File: src/rtl/spi_rf_pkg.sv
// Package: shared constants for the SPI register front end.
// Assumes 16-bit registers on a 4-byte stride and a 2-bit size code.
package spi_rf_pkg;
    localparam int DATA_W   = 16;
    localparam int NREG     = 7;
    localparam int IDX_CTL  = 0;
    localparam int IDX_FLG  = 1;
    localparam int IDX_STAT = 2;
    localparam int IDX_TBUF = 3;
    localparam int IDX_RBUF = 4;
    localparam int IDX_DIV  = 5;
    localparam int IDX_SHAD = 6;

    localparam logic [1:0] SIZE_HALF = 2'd1;

    localparam int BIT_DONE = 0;
    localparam int BIT_TXF  = 3;
    localparam int BIT_RXF  = 5;
    localparam int BIT_EN   = 14;
    localparam logic [1:0] MODE_RX = 2'd0;
    localparam logic [1:0] MODE_TX = 2'd1;

    localparam logic [DATA_W-1:0] FLAG_MASK =
        DATA_W'((1 << BIT_DONE) | (1 << BIT_TXF) | (1 << BIT_RXF));

    typedef enum logic [1:0] {
        ERR_NONE  = 2'd0,
        ERR_SIZE  = 2'd1,
        ERR_UNMAP = 2'd2
    } err_e;

    // Reset value of each register slot.
    function automatic logic [DATA_W-1:0] rst_val(input int idx);
        case (idx)
            IDX_CTL:  return 16'h0400;
            IDX_FLG:  return 16'hFF00;
            IDX_STAT: return 16'h0001;
            default:  return '0;
        endcase
    endfunction
endpackage

File: src/rtl/spi_rf_decode.sv
// Module: access checker and offset decoder for one bus channel.
// Assumes byte offsets; a legal access is two bytes wide and lands on a
// multiple of 4 below NREG*4. The size error outranks the unmapped error.
module spi_rf_decode
    import spi_rf_pkg::*;
#(
    parameter int ADDR_W = 5
) (
    input  logic              strobe,
    input  logic [ADDR_W-1:0] addr,
    input  logic [1:0]        size,
    output logic [NREG-1:0]   hit,
    output err_e              code
);
    localparam int IDX_W = ADDR_W - 2;

    logic [IDX_W-1:0] idx;
    assign idx = addr[ADDR_W-1:2];

    // Classify the access and raise at most one hit line.
    always_comb begin
        hit  = '0;
        code = ERR_NONE;
        if (strobe) begin
            if (size != SIZE_HALF) begin
                code = ERR_SIZE;
            end else if ((addr[1:0] != 2'b00) || (int'(idx) >= NREG)) begin
                code = ERR_UNMAP;
            end else begin
                hit[idx] = 1'b1;
            end
        end
    end
endmodule

File: src/rtl/spi_rf_bank.sv
// Module: plain read/write registers for every slot except status.
// Assumes at most one write enable is high per cycle; the status slot
// is kept elsewhere and reads back as zero here.
module spi_rf_bank
    import spi_rf_pkg::*;
(
    input  logic                         clk,
    input  logic                         rst_n,
    input  logic [NREG-1:0]              we,
    input  logic [DATA_W-1:0]            wdata,
    output logic [NREG-1:0][DATA_W-1:0]  q
);
    for (genvar g = 0; g < NREG; g++) begin : g_slot
        if (g == IDX_STAT) begin : g_hole
            assign q[g] = '0;
        end else begin : g_reg
            // Load the slot on its own write strobe, else hold.
            always_ff @(posedge clk) begin
                if (!rst_n)      q[g] <= rst_val(g);
                else if (we[g])  q[g] <= wdata;
            end

            a_r4_hold_without_write: assert property (@(posedge clk)
                disable iff (!rst_n) !we[g] |=> $stable(q[g]));
            a_r2_store_on_write: assert property (@(posedge clk)
                disable iff (!rst_n) we[g] |=> q[g] == $past(wdata));
        end
    end
endmodule

File: src/rtl/spi_rf_status.sv
// Module: status word with write-one-to-clear flags and buffer side effects.
// Assumes tx_evt and rx_evt are never high together. A side effect
// overrides a same-cycle clear on the flag it touches.
module spi_rf_status
    import spi_rf_pkg::*;
(
    input  logic              clk,
    input  logic              rst_n,
    input  logic              wr_hit,
    input  logic [DATA_W-1:0] wdata,
    input  logic              tx_evt,
    input  logic              rx_evt,
    output logic [DATA_W-1:0] stat
);
    logic [DATA_W-1:0] nxt;

    // Apply the clear mask first, then let the side effects override it.
    always_comb begin
        nxt = stat;
        if (wr_hit) nxt = nxt & ~(wdata & FLAG_MASK);
        if (tx_evt) begin
            nxt[BIT_RXF] = 1'b1;
            nxt[BIT_TXF] = 1'b0;
        end
        if (rx_evt) begin
            nxt[BIT_RXF] = 1'b0;
            nxt[BIT_TXF] = 1'b0;
        end
    end

    // Hold the status word.
    always_ff @(posedge clk) begin
        if (!rst_n) stat <= rst_val(IDX_STAT);
        else        stat <= nxt;
    end

    a_r6_tx_side_effect: assert property (@(posedge clk) disable iff (!rst_n)
        tx_evt |=> stat[BIT_RXF] && !stat[BIT_TXF]);
    a_r7_rx_side_effect: assert property (@(posedge clk) disable iff (!rst_n)
        rx_evt |=> !stat[BIT_RXF] && !stat[BIT_TXF]);
    a_r5_clear_done: assert property (@(posedge clk) disable iff (!rst_n)
        (wr_hit && wdata[BIT_DONE]) |=> !stat[BIT_DONE]);
    a_r5_other_bits_fixed: assert property (@(posedge clk) disable iff (!rst_n)
        1'b1 |=> (stat & ~FLAG_MASK) == ($past(stat) & ~FLAG_MASK));
    a_r7_no_event_no_change: assert property (@(posedge clk) disable iff (!rst_n)
        (!wr_hit && !tx_evt && !rx_evt) |=> $stable(stat));
endmodule

File: src/rtl/spi_reg_front.sv
// Module: top of the SPI register front end. Joins the two channel
// decoders, the plain bank and the status word, derives the side-effect
// events from the control value held before the edge, and registers
// read data and error codes. Assumes separate read and write channels.
module spi_reg_front
    import spi_rf_pkg::*;
#(
    parameter int ADDR_W = 5
) (
    input  logic              clk,
    input  logic              rst_n,
    input  logic              wr_en,
    input  logic [ADDR_W-1:0] wr_addr,
    input  logic [1:0]        wr_size,
    input  logic [15:0]       wr_data,
    input  logic              rd_en,
    input  logic [ADDR_W-1:0] rd_addr,
    input  logic [1:0]        rd_size,
    output logic [15:0]       rd_data,
    output logic [1:0]        rd_err,
    output logic [1:0]        wr_err,
    output logic [15:0]       stat_o
);
    logic [NREG-1:0]             w_hit, r_hit;
    err_e                        w_code, r_code;
    logic [NREG-1:0][DATA_W-1:0] bank_q;
    logic [DATA_W-1:0]           stat;
    logic [DATA_W-1:0]           ctl;
    logic                        ctl_on;
    logic                        tx_evt, rx_evt;
    logic [DATA_W-1:0]           rd_mux;

    spi_rf_decode #(.ADDR_W(ADDR_W)) u_wdec (
        .strobe(wr_en), .addr(wr_addr), .size(wr_size),
        .hit(w_hit), .code(w_code));

    spi_rf_decode #(.ADDR_W(ADDR_W)) u_rdec (
        .strobe(rd_en), .addr(rd_addr), .size(rd_size),
        .hit(r_hit), .code(r_code));

    spi_rf_bank u_bank (
        .clk(clk), .rst_n(rst_n), .we(w_hit), .wdata(wr_data), .q(bank_q));

    assign ctl    = bank_q[IDX_CTL];
    assign ctl_on = ctl[BIT_EN];

    // Side effects judged on the control value held before this edge.
    assign tx_evt = w_hit[IDX_TBUF] && ctl_on && (ctl[1:0] == MODE_TX);
    assign rx_evt = r_hit[IDX_RBUF] && ctl_on && (ctl[1:0] == MODE_RX);

    spi_rf_status u_stat (
        .clk(clk), .rst_n(rst_n), .wr_hit(w_hit[IDX_STAT]), .wdata(wr_data),
        .tx_evt(tx_evt), .rx_evt(rx_evt), .stat(stat));

    // Gather the selected register; no hit leaves zero.
    always_comb begin
        rd_mux = '0;
        for (int i = 0; i < NREG; i++) begin
            if (r_hit[i]) rd_mux = rd_mux | ((i == IDX_STAT) ? stat : bank_q[i]);
        end
    end

    // Register read data and both error responses.
    always_ff @(posedge clk) begin
        if (!rst_n) begin
            rd_data <= '0;
            rd_err  <= ERR_NONE;
            wr_err  <= ERR_NONE;
        end else begin
            rd_data <= rd_mux;
            rd_err  <= r_code;
            wr_err  <= w_code;
        end
    end

    assign stat_o = stat;

    a_r3_size_first: assert property (@(posedge clk) disable iff (!rst_n)
        (wr_en && wr_size != SIZE_HALF) |=> wr_err == ERR_SIZE);
    a_r3_read_size: assert property (@(posedge clk) disable iff (!rst_n)
        (rd_en && rd_size != SIZE_HALF) |=> rd_err == ERR_SIZE && rd_data == '0);
    a_r8_idle_read_zero: assert property (@(posedge clk) disable iff (!rst_n)
        !rd_en |=> rd_data == '0 && rd_err == ERR_NONE);
    a_r4_unmapped_quiet: assert property (@(posedge clk) disable iff (!rst_n)
        (wr_en && wr_size == SIZE_HALF && int'(wr_addr) >= 4 * NREG && !rd_en)
        |=> $stable(stat));
    a_r9_one_event: assert property (@(posedge clk) disable iff (!rst_n)
        !(tx_evt && rx_evt));
endmodule

File: config.mk
export PLATFORM = sky130hd
export DESIGN_NAME = spi_reg_front
export DESIGN_NICKNAME = d
export VERILOG_FILES = /design/src/rtl/spi_rf_pkg.sv /design/src/rtl/spi_rf_decode.sv /design/src/rtl/spi_rf_bank.sv /design/src/rtl/spi_rf_status.sv /design/src/rtl/spi_reg_front.sv
export SDC_FILE = /design/constraint.sdc
export NUM_CORES = 1
export LEC_CHECK = 0
export BUFFER_PORTS_ARGS = -buffer_cell sky130_fd_sc_hd__buf_4
export CAP_MARGIN = 20
export CORE_MARGIN = 4
export CORE_UTILIZATION = 57
export DETAILED_ROUTE_END_ITERATION = 8
export GPL_TIMING_DRIVEN = 1
export HOLD_SLACK_MARGIN = 0.12
export PLACE_DENSITY = 0.91
export SYNTH_ARGS = -nofsm -noshare
export SYNTH_HDL_FRONTEND = slang
export SYNTH_HIERARCHICAL = 1
export SYNTH_SLANG_ARGS = --single-unit
File: constraint.sdc
create_clock -name clk -period 2.11 [get_ports clk]
set_clock_uncertainty 0.1 [all_clocks]
set_input_delay 0.211 -clock clk [delete_from_list [all_inputs] [get_ports clk]]
set_output_delay 0.211 -clock clk [all_outputs]
set_load 0.1 [all_outputs]
== Word-level counts from Yosys, hierarchy flattened ==
Index checks and enable logic that the tools add are counted.

* Bits in latches: 0
* Output and inout port bits: 36
* Register bits: 132
* Bits in writable memories: 0
* ROM bits: 0
* Memories kept: 0
* Bits of input ports: 34
* Word-level logic and storage cells: 75

* Bitwise logic cells: 11
* Divide/modulo/power cells: 0
* Shift-type cells: 0
* Multipliers: 0
* Eq/ne operators: 3
* $add $sub $neg: 0
* Reduce and logical (&&, ||, !) cells: 18
* Mux-type cells: 23
* Order comparisons: 6

{| class="wikitable"
|+ Operators with widths
! cell !! number
|-
| $mux W16 || 7
|-
| $or A16 B16 Y16 || 6
|-
| $mux W7 || 6
|-
| $and A16 B16 Y16 || 1
|-
| $not A6 Y16 || 1
|-
| $reduce_or A3 Y1 || 3
|-
| $lt A3 B4 Y1 const B || 2
|-
| $demux W1 S3 || 2
|-
| $ge A3 B1 Y1 const B || 2
|-
| $ge A3 B3 Y1 const B || 2
|-
| $logic_and A1 B1 Y1 || 6
|-
| $mux W6 || 1
|-
| $reduce_bool A2 Y1 || 3
|-
| $mux W1 || 5
|-
| $mux W2 || 2
|-
| $ne A2 B1 Y1 const B || 2
|-
| $reduce_and A2 Y1 || 2
|-
| $not A1 Y1 || 3
|-
| $eq A2 B1 Y1 const B || 1
|-
| $logic_not A2 Y1 || 1
|-
| $logic_or A1 B1 Y1 || 2
|-
| $reduce_or A2 Y1 || 1
|}

== Longest topological paths before layout ==
* Depth in word-level cells: 20
* Depth in mapped cells: 7
* Depth with buffers taken out: 5

== Modules after synthesis ==
Netlist, hierarchy kept.

{| class="wikitable"
|+ Modules (own cells, without submodules)
! module !! times used !! sequential area each (um2) !! area an instance (um2) !! cells an instance
|-
| spi_rf_bank || 1 || 1921.8 || 3847.4 || 327
|-
| spi_reg_front || 1 || 400.4 || 1041.0 || 105
|-
| spi_rf_status || 1 || 60.1 || 216.5 || 25
|-
| spi_rf_decode (u_rdec) || 1 || 0.0 || 117.6 || 17
|-
| spi_rf_decode (u_wdec) || 1 || 0.0 || 108.9 || 17
|}

== Least setup slack after synthesis ==
Ideal clock, no wire load.

* Kind: input to register
* From: input port rd_addr[2]
* To: register u_stat.stat[5]
* Data arrival time: 1474 ps
* Path buffers: 2
* Cell stages on the path: 7
* Setup time: 145 ps
* Slack: 391 ps
* Required time: 1865 ps
* Cell sequence: or4b_1 -> nor2_1 -> buf_6 -> buf_8 -> nor4bb_1 -> nand2b_1 -> a311oi_1

* Word-level cells in the longest chain between the ends: 10
* Elaborated cells between the ends (all ways): 13
* Those cells by class: 3 x order compare; 5 x mux; 5 x reduce/logical

{| class="wikitable"
|+ Ends and longest elaborated chain
! what !! line !! source
|-
| start: declaration || spi_reg_front.sv:17 || <nowiki>input logic [ADDR_W-1:0] rd_addr,</nowiki>
|-
| $lt A3 B4 Y1 (not written as such) or $ge A3 B1 Y1 (tied branches) || spi_rf_decode.sv:30 || <nowiki>hit[idx] = 1'b1;</nowiki>
|-
| $logic_and A1 B1 Y1 (not written as such) || spi_rf_decode.sv:30 ||
|-
| $mux W1 (not written as such) || spi_rf_decode.sv:30 ||
|-
| $demux W1 S3 || - ||
|-
| $mux W7 (*) || spi_rf_decode.sv:27 || <nowiki>end else if ((addr[1:0] != 2'b00) || (int'(idx) >= NREG)) begin</nowiki>
|-
| $mux W7 (*) || spi_rf_decode.sv:25 || <nowiki>if (size != SIZE_HALF) begin</nowiki>
|-
| $mux W7 (*) || spi_rf_decode.sv:24 || <nowiki>if (strobe) begin</nowiki>
|-
| via r_hit[4] || spi_reg_front.sv:24 || <nowiki>logic [NREG-1:0] w_hit, r_hit;</nowiki>
|-
| $logic_and A1 B1 Y1 (*) (2 in a row) || spi_reg_front.sv:49 || <nowiki>assign rx_evt = r_hit[IDX_RBUF] && ctl_on && (ctl[1:0] == MODE_RX);</nowiki>
|-
| via rx_evt || spi_reg_front.sv:30 || <nowiki>logic tx_evt, rx_evt;</nowiki>
|-
| $reduce_or A2 Y1 (no source line) (*) || - ||
|-
| end signal: assignment || spi_rf_status.sv:33 || <nowiki>if (!rst_n) stat <= rst_val(IDX_STAT);</nowiki>
|-
| end signal: assignment || spi_rf_status.sv:34 || <nowiki>else stat <= nxt;</nowiki>
|-
| end: declaration || spi_rf_status.sv:13 || <nowiki>output logic [DATA_W-1:0] stat</nowiki>
|}

The timed path passes the listed nets; every way through them passes the cells marked *.
A chain may end at the register's enable or synchronous reset.

== Worst setup path in the final report ==
* From: input port wr_en
* To: register u_bank/q[30] (netlist name)

* Word-level cells in the longest chain between the ends: 1

{| class="wikitable"
|+ Ends and longest elaborated chain
! what !! line !! source
|-
| start: declaration || spi_reg_front.sv:12 || <nowiki>input logic wr_en,</nowiki>
|-
| $mux W7 || spi_rf_decode.sv:24 ||
|-
| via w_hit[1] || spi_reg_front.sv:24 ||
|-
| end signal: indexed assignment || spi_rf_bank.sv:19 || <nowiki>if (!rst_n) q[g] <= rst_val(g);</nowiki>
|-
| end signal: indexed assignment || spi_rf_bank.sv:20 || <nowiki>else if (we[g]) q[g] <= wdata;</nowiki>
|-
| end: declaration || spi_rf_bank.sv:11 || <nowiki>output logic [NREG-1:0][DATA_W-1:0] q</nowiki>
|}

The timed path passes the listed nets, and every way through them passes these cells.

==> key figures <==
Run status
  – Outcome: completed

STA
  – Slew Limit Fails: 0
  – Fin crit share: 97.7%
  – Final setup margin: 0.0480 ns
  – Min cycle time layout: 2.06 ns
  – Final setup violation count: 0
  – Slew HR: 50.5%
  – Final hold slack: 0.189 ns
  – Max Fclk: 485 MHz
  – Worst slew pin tran: 0.742 ns
  – Final hold violation count: 0

Setup path
  – Worst Path Max Fanout: 16
  – Nature of the critical path endpoint: flop
  – CP max stage delay: 0.57 ns
  – CP delay by family, top: buffers and inverters
  – CP Buf/Inv Count: 4
  – Critical Path RT: 2.41 ns
  – Reg2Reg Setup Slack: 0.73 ns
  – Cell mode on critical path: dlygate4sd3_1
  – Critical path class: in -> reg
  – CP startpoint kind: input pin
  – Crit path arrival time: 2.36 ns
  – Worst path cell trace: dlygate4sd3_1 -> buf_4 -> nand4bb_4 -> nor2_4 -> buf_12 -> mux2i_1 -> nand2_1 -> dlygate4sd3_1
  – Slowest cell on the critical path: dlygate4sd3_1

Final layout
  – Layout fillers: 501
  – Layout cells sized above 1: 21.3%
  – Cell area after layout: 6540 um^2
  – Final Instance Count excl. Fillers: 682
  – Area grow syn2layout: 25.6%
  – Nets@finish: 597
  – Register area: 2380 um^2
  – Antenna cell count: 0
  – Multi-input gate area: 2470 um^2

Route
  – Pre-Repair DR Iteration Count: 7
  – Routed WL per cell: 21.4 um
  – Vias: 4147
  – Routed vias/inst: 6.08
  – Routed Antenna Nets: 0
  – DRC violations left: 0
  – Routed WL: 14.6 mm
  – DR iter-0 viols: 312

Clock network
  – H-tree depth: 4
  – CTS tree: built
  – Later-pin clock latency in the skew report: 0.51 ns
  – Clock slew at reported path FFs: 0.06 ns
  – Maximum buffer depth of the clock tree: 2
  – Clock sink count: 119
  – Clk root buf: clkbuf_8
  – CTS Buf Count: 17

Global routing
  – Initial antenna violation count: 0
  – Global-route wire length before repair: 23.1 mm
  – Overflow after GRT: 0
  – Total GRT Usage: 26.8%
  – Pin count of the biggest net entering global routing: 44
  – Vias in the first global route: 4489

Placement
  – Placed inst area: 5600 um^2
  – Post-DP HPWL: 7.91 mm
  – IO Port Bufs: 56
  – Pre-CTS setup slack: 0.135 ns
  – # placed instances: 619
  – Gpl congestion: 0.748

Min path
  – Worst Hold Class: in -> reg

Die
  – Starting Density: 59.1%
  – Die width: 104 um
  – Core ar.: 8810 um^2
  – Die area: 10700 um^2
  – Die Ht: 104 um
  – Row count: 34
  – Io pins: 70

Power
  – Clock network power share: 51.8%
  – Leakage: 2.19 nW
  – Maximum vdd drop: 0.468 mV
  – Cell Pwr Density: 838 nW/um^2
  – Pint: 4.23 mW
  – Overall power: 5.48 mW
  – Flop pwr share: 41.3%
  – Psw: 1.25 mW
  – Sw frac: 22.8%
  – Combinational share of power: 7.0%

Synthesis
  – Synthesized area: 5210 um^2
  – Yosys warns: 6
  – Mapped Cells: 474
  – Synth Area per Inst: 11.0 um^2

Job
  – # Max-Cap Violations: 0
power groups by stage:
stage / clock network [mW] / logic, mW / registers [mW]
floorplan: 0 / 0.207 / 2.33
global placement: 0 / 0.312 / 2.31
detailed placement: 0 / 0.319 / 2.31
CTS: 2.81 / 0.361 / 2.26
global route: 2.93 / 0.398 / 2.26
finish: 2.84 / 0.382 / 2.26
worst paths after layout:
kind | to | cells past startpoint | startpoint
worst max-delay path | u_bank/q[30] | 8 | wr_en
worst min-delay path | u_bank/q[88] | 5 | wr_addr[1]
worst max register to register | u_bank/q[30] | 3 | u_bank/q[30]
worst min register to register | u_bank/q[28] | 2 | u_bank/q[28]
per-stage QoR:
step                      TNS, ns  utilization (%)
after floorplan                 0                -
final                           0             74.3
after global placement          0             63.6
after CTS                       0             73.7
after global routing      -0.0185             74.3
after detailed placement        0             63.6
routing by layer:
metal  up-vias  track usage [%]  wire (um)
met5         -                0          0
met4         0             14.1        507
met3        58             6.65        935
met2       210             47.0       7570
met1      2009             30.2       5560
li1       1870                -          -
cell usage in the layout (no fill, tap or decap), types with 7 or more instances in the layout:
master / count
buf_4: 70
clkbuf_16: 16
a31oi_1: 16
nand2_1: 12
nor2b_1: 85
mux2i_1: 96
conb_1: 13
a222oi_1: 16
dlygate4sd3_1: 30
dfxtp_1: 119
nor2_1: 7
a22oi_1: 32
registers in the layout, indices dropped and copies added, names as in the netlist:
register	count
u_bank/q	96
rd_data	16
u_stat/stat	3
rd_err	2
wr_err	2
timing repair:
action / in CTS / in global routing
hold buffers: 31 / 0
endpoints found under the setup margin: 0 / 3
resized for setup: 0 / 7
setup buffers: 0 / 3
hold endpoints to repair: 103 / 0
worst min-delay path, stage by stage:
cell	delay, ns
buf_4	0.10
nor4_2	0.05
buf_4	0.18
mux2i_1	0.15
nor2b_1	0.05
area by class of cell:
type | instances | share of cell area (%)
multi-input combinational | 312 | 37.7
clock buffer | 21 | 6.87
sequential | 119 | 36.4
clock inverter | 9 | 1.93
timing repair buffer | 107 | 14.6
tap | 108 | 2.07
inverter | 6 | 0.344
(Power assumes the default switching activity.)
